--- src/rtl/ost_pkg.sv ---
package ost_pkg;

    localparam int unsigned OFS_CMP    = 'h00;
    localparam int unsigned OFS_COUNT  = 'h10;
    localparam int unsigned OFS_STATUS = 'h14;
    localparam int unsigned OFS_ENABLE = 'h1c;

    typedef enum logic [2:0] {
        SEL_NONE,
        SEL_CMP,
        SEL_COUNT,
        SEL_STATUS,
        SEL_ENABLE
    } ost_sel_e;

endpackage

--- src/rtl/ost_decode.sv ---
module ost_decode
    import ost_pkg::*;
#(
    parameter int AW = 5
) (
    input  logic [AW-1:0] addr,
    output ost_sel_e      sel
);

    always_comb begin
        sel = SEL_NONE;
        if (addr == AW'(OFS_CMP))         sel = SEL_CMP;
        else if (addr == AW'(OFS_COUNT))  sel = SEL_COUNT;
        else if (addr == AW'(OFS_STATUS)) sel = SEL_STATUS;
        else if (addr == AW'(OFS_ENABLE)) sel = SEL_ENABLE;
    end

endmodule

--- src/rtl/ost_distance.sv ---
module ost_distance #(
    parameter int DW = 32
) (
    input  logic [DW-1:0] target,
    input  logic [DW-1:0] origin,
    output logic [DW-1:0] span
);

    localparam logic [DW-1:0] ALL_ONES = '1;

    // Wrap-aware gap: straight difference when ahead, else go around the top.
    always_comb begin
        if (target > origin) span = target - origin;
        else                 span = target + (ALL_ONES - origin);
    end

endmodule

--- src/rtl/ost_countdown.sv ---
module ost_countdown #(
    parameter int DW = 32
) (
    input  logic          clk,
    input  logic          rst_n,
    input  logic          load,
    input  logic [DW-1:0] load_val,
    input  logic          tick,
    output logic [DW-1:0] remain,
    output logic          fire
);

    typedef struct packed {
        logic [DW-1:0] remain;
        logic          run;
    } cd_state_t;

    cd_state_t st_d, st_q;

    always_comb begin
        st_d = st_q;
        fire = 1'b0;
        if (load) begin
            st_d.remain = load_val;
            st_d.run    = 1'b1;
        end else if (st_q.run && tick) begin
            if (st_q.remain <= DW'(1)) begin
                fire        = 1'b1;
                st_d.remain = '0;
                st_d.run    = 1'b0;
            end else begin
                st_d.remain = st_q.remain - DW'(1);
            end
        end
    end

    always_ff @(posedge clk) begin
        if (!rst_n) st_q <= '0;
        else        st_q <= st_d;
    end

    assign remain = st_q.remain;


    step_down_chk: assert property (@(posedge clk) disable iff (!rst_n)
        (st_q.run && tick && !load && st_q.remain > DW'(1))
        |=> (st_q.remain == $past(st_q.remain) - DW'(1)));


    idle_hold_chk: assert property (@(posedge clk) disable iff (!rst_n)
        (!st_q.run && !load) |=> $stable(st_q.remain));


    expire_zero_chk: assert property (@(posedge clk) disable iff (!rst_n)
        fire |=> (st_q.remain == '0 && !st_q.run));

endmodule

--- src/rtl/ost_readmux.sv ---
module ost_readmux
    import ost_pkg::*;
#(
    parameter int DW = 32
) (
    input  ost_sel_e      sel,
    input  logic [DW-1:0] count_val,
    input  logic          status,
    input  logic [DW-1:0] enable,
    output logic [DW-1:0] value
);

    always_comb begin
        unique case (sel)
            SEL_COUNT:  value = count_val;
            SEL_STATUS: value = DW'(status);
            SEL_ENABLE: value = enable;
            default:    value = '0;
        endcase
    end

endmodule

--- src/rtl/ost_match_timer.sv ---
module ost_match_timer
    import ost_pkg::*;
#(
    parameter int DW = 32,
    parameter int AW = 5
) (
    input  logic          clk,
    input  logic          rst_n,
    input  logic          tick_en,
    input  logic          bus_wr,
    input  logic          bus_rd,
    input  logic [AW-1:0] bus_addr,
    input  logic [DW-1:0] bus_wdata,
    output logic [DW-1:0] bus_rdata,
    output logic          irq,
    output logic          bad_wr
);

    typedef struct packed {
        logic [DW-1:0] cmp;
        logic [DW-1:0] cnt;
        logic [DW-1:0] ien;
        logic [DW-1:0] rdata;
        logic          stat;
        logic          bad;
    } regs_t;

    regs_t st_d, st_q;

    ost_sel_e      sel;
    logic          load;
    logic [DW-1:0] span;
    logic [DW-1:0] remain;
    logic          fire;
    logic [DW-1:0] count_val;
    logic [DW-1:0] rd_value;

    ost_decode #(.AW(AW)) u_decode (
        .addr (bus_addr),
        .sel  (sel)
    );

    assign load = bus_wr && (sel == SEL_CMP);

    ost_distance #(.DW(DW)) u_distance (
        .target (bus_wdata),
        .origin (st_q.cnt),
        .span   (span)
    );

    ost_countdown #(.DW(DW)) u_countdown (
        .clk      (clk),
        .rst_n    (rst_n),
        .load     (load),
        .load_val (span),
        .tick     (tick_en),
        .remain   (remain),
        .fire     (fire)
    );

    assign count_val = st_q.cmp - remain;

    ost_readmux #(.DW(DW)) u_readmux (
        .sel       (sel),
        .count_val (count_val),
        .status    (st_q.stat),
        .enable    (st_q.ien),
        .value     (rd_value)
    );

    always_comb begin
        st_d     = st_q;
        st_d.bad = 1'b0;
        if (load) st_d.cmp = bus_wdata;
        if (fire) st_d.cnt = st_q.cmp;
        if (bus_wr && sel == SEL_ENABLE) st_d.ien = bus_wdata;
        if (bus_wr && sel == SEL_STATUS) begin
            if (bus_wdata == '0) st_d.stat = 1'b0;
            else                 st_d.bad  = 1'b1;
        end
        // Expiry after the clear so a same-cycle event is kept.
        if (fire && st_q.ien != '0) st_d.stat = 1'b1;
        if (bus_rd) st_d.rdata = rd_value;
    end

    always_ff @(posedge clk) begin
        if (!rst_n) st_q <= '0;
        else        st_q <= st_d;
    end

    assign bus_rdata = st_q.rdata;
    assign irq       = st_q.stat;
    assign bad_wr    = st_q.bad;


    cnt_takes_cmp_chk: assert property (@(posedge clk) disable iff (!rst_n)
        fire |=> (st_q.cnt == $past(st_q.cmp)));


    alarm_raise_chk: assert property (@(posedge clk) disable iff (!rst_n)
        (fire && st_q.ien != '0) |=> irq);


    alarm_quiet_chk: assert property (@(posedge clk) disable iff (!rst_n)
        (fire && st_q.ien == '0 && !irq) |=> !irq);


    status_clear_chk: assert property (@(posedge clk) disable iff (!rst_n)
        (bus_wr && sel == SEL_STATUS && bus_wdata == '0 && !fire) |=> !irq);


    status_reject_chk: assert property (@(posedge clk) disable iff (!rst_n)
        (bus_wr && sel == SEL_STATUS && bus_wdata != '0 && !fire)
        |=> (bad_wr && $stable(irq)));


    hole_write_chk: assert property (@(posedge clk) disable iff (!rst_n)
        (bus_wr && (sel == SEL_NONE || sel == SEL_COUNT) && !fire)
        |=> ($stable(irq) && $stable(st_q.ien) && $stable(st_q.cmp)));

endmodule

--- config.mk ---
export PLATFORM = sky130hd
export DESIGN_NAME = ost_match_timer
export DESIGN_NICKNAME = d
export VERILOG_FILES = /design/src/rtl/ost_pkg.sv /design/src/rtl/ost_decode.sv /design/src/rtl/ost_distance.sv /design/src/rtl/ost_countdown.sv /design/src/rtl/ost_readmux.sv /design/src/rtl/ost_match_timer.sv
export SDC_FILE = /design/constraint.sdc
export NUM_CORES = 1
export LEC_CHECK = 0
export BUFFER_PORTS_ARGS = -buffer_cell sky130_fd_sc_hd__buf_2
export CAP_MARGIN = 20
export CORE_MARGIN = 2
export CORE_UTILIZATION = 31
export CTS_CLUSTER_SIZE = 25
export DETAILED_ROUTE_END_ITERATION = 10
export GPL_TIMING_DRIVEN = 0
export PLACE_DENSITY_LB_ADDON = 0.15
export SLEW_MARGIN = 20
export SYNTH_ARGS = -nofsm -noshare
export SYNTH_HDL_FRONTEND = slang
export SYNTH_SLANG_ARGS = --single-unit
--- constraint.sdc ---
create_clock -name clk -period 5.6 [get_ports clk]
set_input_delay 0.56 -clock clk [delete_from_list [all_inputs] [get_ports clk]]
set_output_delay 0.56 -clock clk [all_outputs]
set_load 0.02 [all_outputs]
==> metrics.md, run 1 <==
| Metric | Value |
|---|---|
| Outcome | `complete, no violations` |
| Cell Pwr Density | `245 nW/um^2` |
| Fin cells | `2,063` |
| Slew Limit Fails | `0` |
| 1st-iter DRT viols | `964` |
| Share of layout cells above drive strength 1 | `12.5%` |
| Clock sink count | `163` |
| Area grow syn2layout | `14.2%` |
| R2R setup slack | `1.79 ns` |
| Synth warn | `0` |
| Worst slew pin tran | `0.966 ns` |
| # DRC | `0` |
| Seq cells post-synth | `163` |
| CTS buffer count | `17` |
| Post-Syn Instances | `1,496` |
| Top cell type by total area after synthesis | `dfxtp_1` |
| Syn Area/Cell | `7.43 um^2` |
| H-tree Lvls | `4` |
| DR vias/cell | `5.23` |
| Routing usage on met3 | `5.86%` |
| Ys flop type | `dfxtp_1` |
| Depth of the most critical reg-to-reg path | `13` |
| Root buf cell | `clkbuf_16` |
| Worst-path clk slew | `0.08 ns` |
| IO Port Bufs | `75` |
| # setup viols final | `0` |
| Post-route ant nets | `0` |
| Seq/Total Area, Yosys | `29.4%` |
| Final wirelength | `40,500 um` |
| Grt ovf | `0` |
| Setup bufs post-CTS | `0` |
| Most crowded layer after global routing | `met2` |
| Peak VDD IR | `0.226 mV` |
| Filler Cell Count | `3,806` |
| Placer Congestion | `0.912` |
| Synth cell types | `93` |
| Largest net degree at the start of global routing | `17` |
| Arrival @ worst endpoint | `4.16 ns` |
| Num ports | `76` |
| Crit Path Class | `in -> reg` |
| Total core area | `35,400 um^2` |
| Worst Skew | `0.0209 ns` |
| Achievable clock frequency | `261 MHz` |
| Initial antenna violation count | `0` |
| HPWL Detailed | `32,400 um` |
| Initial Utilization | `31.4%` |
| Setup crit end kind | `flip-flop` |
| Dominant cells by area after synthesis | `dfxtp_1 29%, a21oi_1 9.7%, nand2_1 9.0%, ha_1 7.4%, nor2_1 3.6%` |
| GRT Overall Usage | `21.4%` |
| Fin crit share | `68.4%` |
| Clk buf depth | `2` |
| Antenna fix cells | `0` |
| Leak pwr | `4.87 nW` |
| Number of global-route vias before repair | `10.3k` |
| Most numerous cell in the Yosys netlist | `nand2_1` |
| Footprint of the multi-input gates | `6900 um^2` |
| Worst min path class | `in -> reg` |
| Commonest cells post-synth | `267 x nand2_1, 215 x a21oi_1, 163 x dfxtp_1` |
| Fin crit period | `3.83 ns` |
| Reg-to-Reg End | `u_countdown.remain[23]$_SDFFE_PN0P_` |
| Worst-path fanout max | `10` |
| Post-synthesis cell area | `11,100 um^2` |
| EDFF count, synth | `0` |
| Met2 GRT Util | `34.0%` |
| Skew-Pair Late Insertion Delay | `0.45 ns` |
| Row count | `69` |
| Drt pass-1 iters | `6` |
| Synth top area share | `29.4%` |
| HP Start | `bus_wdata[25]` |
| TritonCTS clock tree | `built` |
| Hold-fix buffers, CTS | `0` |
| Net Count, Synth | `1,607` |
| Synth async-reset ratio | `0%` |
| Post-CTS Resized | `0` |
| Cell Count Post-Placement | `2,032` |
| Unrepaired setup endpoints after global routing | `no` |
| DIE HEIGHT | `193 um` |
| Startpoint types | `input port` |
| Routed length per instance | `19.6 um` |
| Vias | `10.8k` |
| Maximum capacitance violations | `0` |
| Worst Setup EP | `u_countdown.remain[23]$_SDFFE_PN0P_` |
| First-pass GRT wire length | `61,700 um` |
| R2r startpoint | `st_q[66]$_SDFFE_PN0P_` |
| Worst path required time | `5.93 ns` |
| Final TNS setup | `0 ns` |
| Chip Width | `193 um` |
| Crit. Startpoint | `bus_wdata[0]` |
| Slew headroom | `35.4%` |
| Storage element area | `3260 um^2` |
| Hold Violations, Final | `0` |
| Die area | `37,400 um^2` |
| Met1 Resource Use GR | `28.3%` |
| Layout Nets | `1,701` |
[power by group]
group          switching [mW]  internal, mW
logic                   0.427         0.233
registers              0.0111          1.17
clock network           0.513         0.761
[stage by stage]
step                      setup slack, ns  hold WS (ns)  cell area [um^2]  utilization [%]  total power, mW
after floorplan                      2.18         0.436             11100                -             1.65
after global placement               1.32         0.443             12100             34.1             1.86
after detailed placement             1.32         0.448             12100             34.1             1.86
after CTS                            1.78         0.388             12700             35.8             3.13
after global routing                 1.55         0.400             12700             35.8             3.24
final                                1.77         0.404             12700             35.8             3.11
[worst min path at each step]
stage / slack (ns) / endpoint / cells past startpoint
detailed placement: 0.45 / st_q[96]$_SDFFE_PN0P_ / 2
global route: 0.40 / st_q[122]$_SDFFE_PN0P_ / 3
finish: 0.40 / st_q[123]$_SDFFE_PN0P_ / 3
floorplan: 0.44 / st_q[68]$_SDFFE_PN0P_ / 2
CTS: 0.39 / st_q[123]$_SDFFE_PN0P_ / 3
global placement: 0.44 / st_q[83]$_SDFFE_PN0P_ / 2
[area by class of cell]
type	instances	share of cell area, %
Multi-Input combinational cell	1139	54.4
Sequential cell	163	25.7
Buffer	114	5.11
Tap cell	461	4.55
Clock buffer	24	3.96
Timing Repair Buffer	75	2.96
Inverter	80	2.37
Clock inverter	7	0.947
[cells by family after synthesis]
family,after synthesis,share of synthesized area [%]
and+or+nand+nor,525,21.5
AOI/OAI and AO/OA,483,27.4
buffers and inverters,194,8.53
DFF,163,29.4
adders and majority gates,69,7.97
xor gates and xnor gates,55,4.34
muxes,7,0.822
[cell usage in the layout (no fill, tap or decap), types with 14 or more instances in the layout]
cell type,instances
clkbuf_1,56
a21o_1,41
nand4_1,14
and3_1,14
dfxtp_1,163
ha_1,66
o21ai_0,74
inv_1,80
buf_2,81
a21oi_1,215
a22oi_1,19
buf_4,42
nand3_1,22
clkbuf_16,17
nor2_1,106
xor2_1,27
nor3_1,25
xnor2_1,28
nand2_1,267
nor4_1,19
o21bai_1,16
[critical path, stage by stage]
cell and delay [ns]:
buf_2 0.17, inv_1 0.06, ha_1 0.24, fa_1 0.39
nand3b_1 0.22, a21oi_2 0.17, o21ai_1 0.15, a2111oi_4 0.63
nor2_8 0.13, mux2_2 0.34, o221ai_1 0.40, nor3_1 0.09
nor2_1 0.22, xor2_1 0.27, o21ai_0 0.11
[routing by layer]
metal / vias up / part of all wire, %
met5: - / 0
met4: 0 / 2.2
met3: 52 / 6.7
met2: 301 / 44
met1: 5018 / 47
li1: 5416 / -
[flip-flops by register name, indices dropped and copies added (netlist names)]
| register | cells |
|---|---|
| u_countdown.st_q | 1 |
| irq | 1 |
| bus_rdata | 32 |
| bad_wr | 1 |
| st_q | 96 |
| u_countdown.remain | 32 |
No activity file was read; power rests on OpenSTA's default activity.
==> run 2: changes to the inputs <==
Clock period 5.6 ns to 3.97 ns, I/O delays scaled along.
==> run 2 against run 1 <==
Compared with the run above: non-clock buffer count is 2 higher; critical path depth fell by 1; via count fell by 0.18%; die area stayed put; largest power group unchanged.
==> metrics.md, run 2 (same netlist as run 1, synthesis figures left out) <==
| Metric | Value |
|---|---|
| Outcome | `complete, no violations` |
| Crit-path max cell delay | `0.40 ns` |
| Clock sink count | `163` |
| Cell Pwr Density | `345 nW/um^2` |
| Arrival @ worst endpoint | `4.07 ns` |
| Worst-path fanout max | `10` |
| Total core area | `35,400 um^2` |
| Cell Count Post-Placement | `2,032` |
| TritonCTS clock tree | `built` |
| Slew Limit Fails | `0` |
| Area grow syn2layout | `14.3%` |
| Fin cells | `2,065` |
| Slowest cell on crit path | `mux2_2` |
| Share of layout cells above drive strength 1 | `12.7%` |
| Initial Utilization | `31.4%` |
| Grt ovf | `0` |
| H-tree Lvls | `4` |
| Setup bufs post-CTS | `0` |
| Slew headroom | `37.8%` |
| Row count | `69` |
| Switching share of power | `30.4%` |
| Peak VDD IR | `0.319 mV` |
| Final TNS setup | `0 ns` |
| Worst Slack Setup Final | `0.218 ns` |
| Num ports | `76` |
| Skew-Pair Late Insertion Delay | `0.45 ns` |
| Most frequent cells in the layout | `267 x nand2_1, 215 x a21oi_1, 163 x dfxtp_1, 106 x nor2_1, 81 x buf_2` |
| IO Port Bufs | `75` |
| Hold Violations, Final | `0` |
| Internal power | `3.05 mW` |
| Number of flip-flops in the largest register | `96` |
| Largest Register | `st_q` |
| # DRC | `0` |
| Most common cell after layout, fill and taps aside | `nand2_1` |
| DR vias/cell | `5.21` |
| Worst path required time | `4.29 ns` |
| # setup viols final | `0` |
| 1st-iter DRT viols | `1,021` |
| Worst Skew | `0.0173 ns` |
| Setup WS pre-CTS | `-0.148 ns` |
| DIE HEIGHT | `193 um` |
| Worst min path class | `in -> reg` |
| Final wirelength | `40,500 um` |
| Crit Path Class | `reg -> reg` |
| Chip Width | `193 um` |
| First-pass GRT wire length | `61,700 um` |
| Number of global-route vias before repair | `10.3k` |
| Worst hold slack | `0.244 ns` |
| NetSw | `1.34 mW` |
| Drt pass-1 iters | `6` |
| Clk buf depth | `2` |
| Maximum capacitance violations | `0` |
| CTS buffer count | `17` |
| Routed length per instance | `19.6 um` |
| Placer Congestion | `0.912` |
| Comb power frac | `21.3%` |
| Layout Nets | `1,703` |
| Leak pwr | `4.88 nW` |
| Post-route ant nets | `0` |
| Fin crit share | `94.5%` |
| GRT Overall Usage | `21.4%` |
| Worst-path clk slew | `0.07 ns` |
| Seq pwr share | `38.0%` |
| Unrepaired setup endpoints after global routing | `no` |
| Root buf cell | `clkbuf_16` |
| Antenna fix cells | `0` |
| Setup crit end kind | `flip-flop` |
| Startpoint types | `flip-flop` |
| Most used cell, CP | `o21ai_0` |
| Largest net degree at the start of global routing | `17` |
| Initial antenna violation count | `0` |
| Achievable clock frequency | `267 MHz` |
| Cell area after layout | `12,700 um^2` |
| HPWL Detailed | `32,400 um` |
| Filler Cell Count | `3,806` |
| CP cell instances | `inv_1, ha_1, clkbuf_2, a21oi_1, o21ai_0, a211o_2, o211a_4, nor2_8, mux2_2, o221ai_1, nor3_1, nor2_1, xor2_1, o21ai_0` |
| Post-CTS Resized | `0` |
| Hold-fix buffers, CTS | `0` |
| Die area | `37,400 um^2` |
| Clock power frac | `40.8%` |
| DP Area | `12,100 um^2` |
| Worst slew pin tran | `0.929 ns` |
| Vias | `10.8k` |
| Fin crit period | `3.75 ns` |
==> run 2: cell types whose count changed in the layout (fill, tap and decap cells not counted) <==
cell / previous run / this run
buf_4: 42 / 44
==> run 2: final timing paths <==
path                          from                             endpoint  slack [ns]  cells after the start
max          st_q[87]$_SDFFE_PN0P_  u_countdown.remain[23]$_SDFFE_PN0P_        0.22                     14
min                  bus_wdata[25]                st_q[59]$_SDFFE_PN0P_        0.24                      3
max reg2reg  st_q[87]$_SDFFE_PN0P_  u_countdown.remain[23]$_SDFFE_PN0P_        0.22                     14
min reg2reg  st_q[86]$_SDFFE_PN0P_                st_q[86]$_SDFFE_PN0P_        0.46                      2
==> run 2: metal layers <==
| layer | part of all wire, % | vias up | global-route usage [%] |
|---|---|---|---|
| met5 | 0 | - | 0 |
| met4 | 2.3 | 0 | 6.59 |
| met3 | 6.8 | 56 | 5.86 |
| met2 | 44 | 331 | 34.0 |
| met1 | 47 | 4960 | 28.3 |
| li1 | - | 5421 | - |
==> run 2: critical path, delay by kind of cell (launching register included) <==
family | cells | cell delay, ns
XOR/XNOR | 1 | 0.27
AND/OR/NAND/NOR | 3 | 0.54
multiplexers | 1 | 0.40
AO/OA/AOI/OAI | 6 | 1.51
flip-flops | 1 | 0.38
buffers and inverters | 2 | 0.23
adder cells (fa/ha/maj) | 1 | 0.27
==> run 2: power by group through the flow <==
| stage | registers, mW | clock network (mW) | logic, mW |
|---|---|---|---|
| final | 1.67 | 1.79 | 0.932 |
| after global routing | 1.67 | 1.90 | 1.01 |
| after CTS | 1.67 | 1.82 | 0.922 |
| after detailed placement | 1.70 | 0 | 0.916 |
| after global placement | 1.70 | 0 | 0.917 |
| after floorplan | 1.70 | 0 | 0.628 |
==> run 2: stage by stage <==
stage | power [mW] | util (%)
2_1_floorplan | 2.32 | -
3_3_place_gp | 2.62 | 34.1
3_5_place_dp | 2.62 | 34.1
4_1_cts | 4.41 | 35.8
5_1_grt | 4.57 | 35.9
6_report | 4.39 | 35.9
==> run 2: area by class of cell <==
cell class	instances	area (um^2)	area share, %
tap	461	577	4.54
timing repair buffer	77	390	3.07
sequential	163	3260	25.7
inverter	80	300	2.36
clock inverter	7	120	0.946
clock buffer	24	502	3.95
buffer	114	648	5.10
multi-input combinational	1139	6900	54.3
==> run 3: changes to the inputs <==
Settings changed: PLACE_DENSITY_LB_ADDON 0.15 to not set.
==> run 3 against run 2 <==
Compared with the run above: sequential share of layout area grew 0.076 points; worst hold slack better by 0.024 ns; non-clock buffer count is the same; core utilization down 0.11 points; via count rose by 1.8%; sequential power barely moved; combinational power hardly changed; global-route usage fell by 0.75 points; flip-flop and latch count unchanged; final cell count is essentially flat; critical endpoint is now u_countdown.remain[29]$_SDFFE_PN0P_.
==> metrics.md, run 3 (same netlist as run 1, synthesis figures left out) <==
| Metric | Value |
|---|---|
| Fin crit period | `3.77 ns` |
| Clock power frac | `39.1%` |
| Clock sink count | `163` |
| Slew headroom | `37.4%` |
| Worst Slack Setup Final | `0.198 ns` |
| Crit Path Class | `reg -> reg` |
| Antenna fix cells | `0` |
| Final wirelength | `39,300 um` |
| Total core area | `35,400 um^2` |
| Cell Pwr Density | `337 nW/um^2` |
| Worst-path fanout max | `10` |
| Post-route ant nets | `0` |
| Slew Limit Fails | `0` |
| Drt pass-1 iters | `6` |
| # setup viols final | `0` |
| Filler Cell Count | `3,734` |
| Switching share of power | `32.3%` |
| Peak VDD IR | `0.257 mV` |
| Row count | `69` |
| Routed length per instance | `19.0 um` |
| TritonCTS clock tree | `built` |
| Largest net degree at the start of global routing | `17` |
| Fin crit share | `95.0%` |
| Number of flip-flops in the largest register | `96` |
| Placer Congestion | `0.973` |
| 1st-iter DRT viols | `959` |
| Worst path required time | `4.28 ns` |
| Met2 wire len | `17,700 um` |
| Worst min path class | `in -> reg` |
| # DRC | `0` |
| Chip Width | `193 um` |
| H-tree Lvls | `4` |
| Most frequent cells in the layout | `267 x nand2_1, 215 x a21oi_1, 163 x dfxtp_1, 106 x nor2_1, 81 x buf_2` |
| Hold-fix buffers, CTS | `0` |
| Vias | `11.0k` |
| Final TNS setup | `0 ns` |
| DR vias/cell | `5.31` |
| Worst-path clk slew | `0.08 ns` |
| CTS buffer count | `17` |
| HPWL Detailed | `31,500 um` |
| M1 WL | `17,800 um` |
| Outcome | `complete, no violations` |
| Crit-path max cell delay | `0.36 ns` |
| Most used cell, CP | `a21oi_1` |
| Largest Register | `st_q` |
| Initial antenna violation count | `0` |
| Leak pwr | `4.85 nW` |
| Seq pwr share | `39.0%` |
| Clk buf depth | `2` |
| Worst hold slack | `0.268 ns` |
| Worst slew pin tran | `0.939 ns` |
| Setup WS pre-CTS | `-0.142 ns` |
| Skew-Pair Late Insertion Delay | `0.45 ns` |
| First-pass GRT wire length | `60,300 um` |
| IO Port Bufs | `75` |
| Hold Violations, Final | `0` |
| Root buf cell | `clkbuf_16` |
| WL met3 | `2470 um` |
| CP cell instances | `inv_1, ha_1, clkbuf_2, a21oi_1, o21ai_0, a211o_2, o211a_4, nor2_8, mux2i_4, o31ai_4, a41o_1, a221oi_2, xor2_1, a21oi_1` |
| Die area | `37,400 um^2` |
| NetSw | `1.38 mW` |
| Slowest cell on crit path | `mux2i_4` |
| Worst Skew | `0.0139 ns` |
| Maximum capacitance violations | `0` |
| Grt ovf | `0` |
| CP Buf/Inv Count | `2` |
| Layout Nets | `1,703` |
| Arrival @ worst endpoint | `4.09 ns` |
| Unrepaired setup endpoints after global routing | `no` |
| Achievable clock frequency | `265 MHz` |
| Internal power | `2.89 mW` |
| Num ports | `76` |
| Share of layout cells above drive strength 1 | `12.8%` |
| Initial Utilization | `31.4%` |
| Comb power frac | `21.9%` |
| Number of global-route vias before repair | `10.4k` |
| DIE HEIGHT | `193 um` |
| Top Metal Used | `met4` |
| Area grow syn2layout | `14.0%` |
| Most common cell after layout, fill and taps aside | `nand2_1` |
| Top delay family on crit path | `compound AO/OA/AOI/OAI gates` |
| GRT Overall Usage | `20.7%` |
| Startpoint types | `flip-flop` |
| Setup crit end kind | `flip-flop` |
[run 3: cell types whose count changed in the layout (fill, tap and decap cells not counted), sizes merged]
cell and change:
clkinv +2, bufinv -2, clkbuf -4, inv +3
clkinvlp +2
[run 3: power groups by stage]
stage               logic (mW)  clock network [mW]  registers, mW
global placement         0.915                   0           1.70
global route              1.01                1.75           1.67
CTS                      0.921                1.69           1.66
finish                   0.934                1.67           1.67
detailed placement       0.916                   0           1.70
floorplan                0.628                   0           1.70
[run 3: area by class of cell]
type                       count  area, um^2  area share (%)
buffer                       114         648            5.12
clock buffer                  20         457            3.61
clock inverter                12         121           0.958
inverter                      80         300            2.37
multi-input combinational   1139        6910            54.5
sequential                   163        3260            25.8
tap                          461         577            4.55
timing repair buffer          77         390            3.08
[run 3: path summary, 6_finish.rpt]
check	from	end	slack (ns)	cells past startpoint
setup reg to reg	st_q[87]$_SDFFE_PN0P_	u_countdown.remain[29]$_SDFFE_PN0P_	0.20	14
setup / recovery	st_q[87]$_SDFFE_PN0P_	u_countdown.remain[29]$_SDFFE_PN0P_	0.20	14
hold reg to reg	st_q[80]$_SDFFE_PN0P_	st_q[80]$_SDFFE_PN0P_	0.46	2
hold / removal	bus_wdata[2]	st_q[100]$_SDFFE_PN0P_	0.27	3
[run 3: routing by layer]
metal | up-vias | track usage, %
met5 | - | 0
met4 | 0 | 8.62
met3 | 66 | 3.92
met2 | 393 | 33.5
met1 | 5058 | 27.0
li1 | 5447 | -
[run 3: worst min-delay path, delay by kind of cell]
family | cells | cell delay, ns
compound gates | 1 | 0.05
buf+inv | 1 | 0.14
simple gates | 1 | 0.06
[run 3: metrics by stage]
stage                     cell area (um^2)  cells  utilization, %  total power, mW
after detailed placement             12100   2032            34.1             2.62
after global routing                 12700   2066            35.8             4.43
final                                12700   2066            35.8             4.27
after floorplan                      11100   1496               -             2.32
after CTS                            12600   2064            35.7             4.27
after global placement               12100   2032            34.1             2.62
[run 3: timing repair]
item                                    4_1_cts  5_1_grt
gates resized for setup                       0        1
buffers inserted                              0        2
endpoints found under the setup margin        0        2
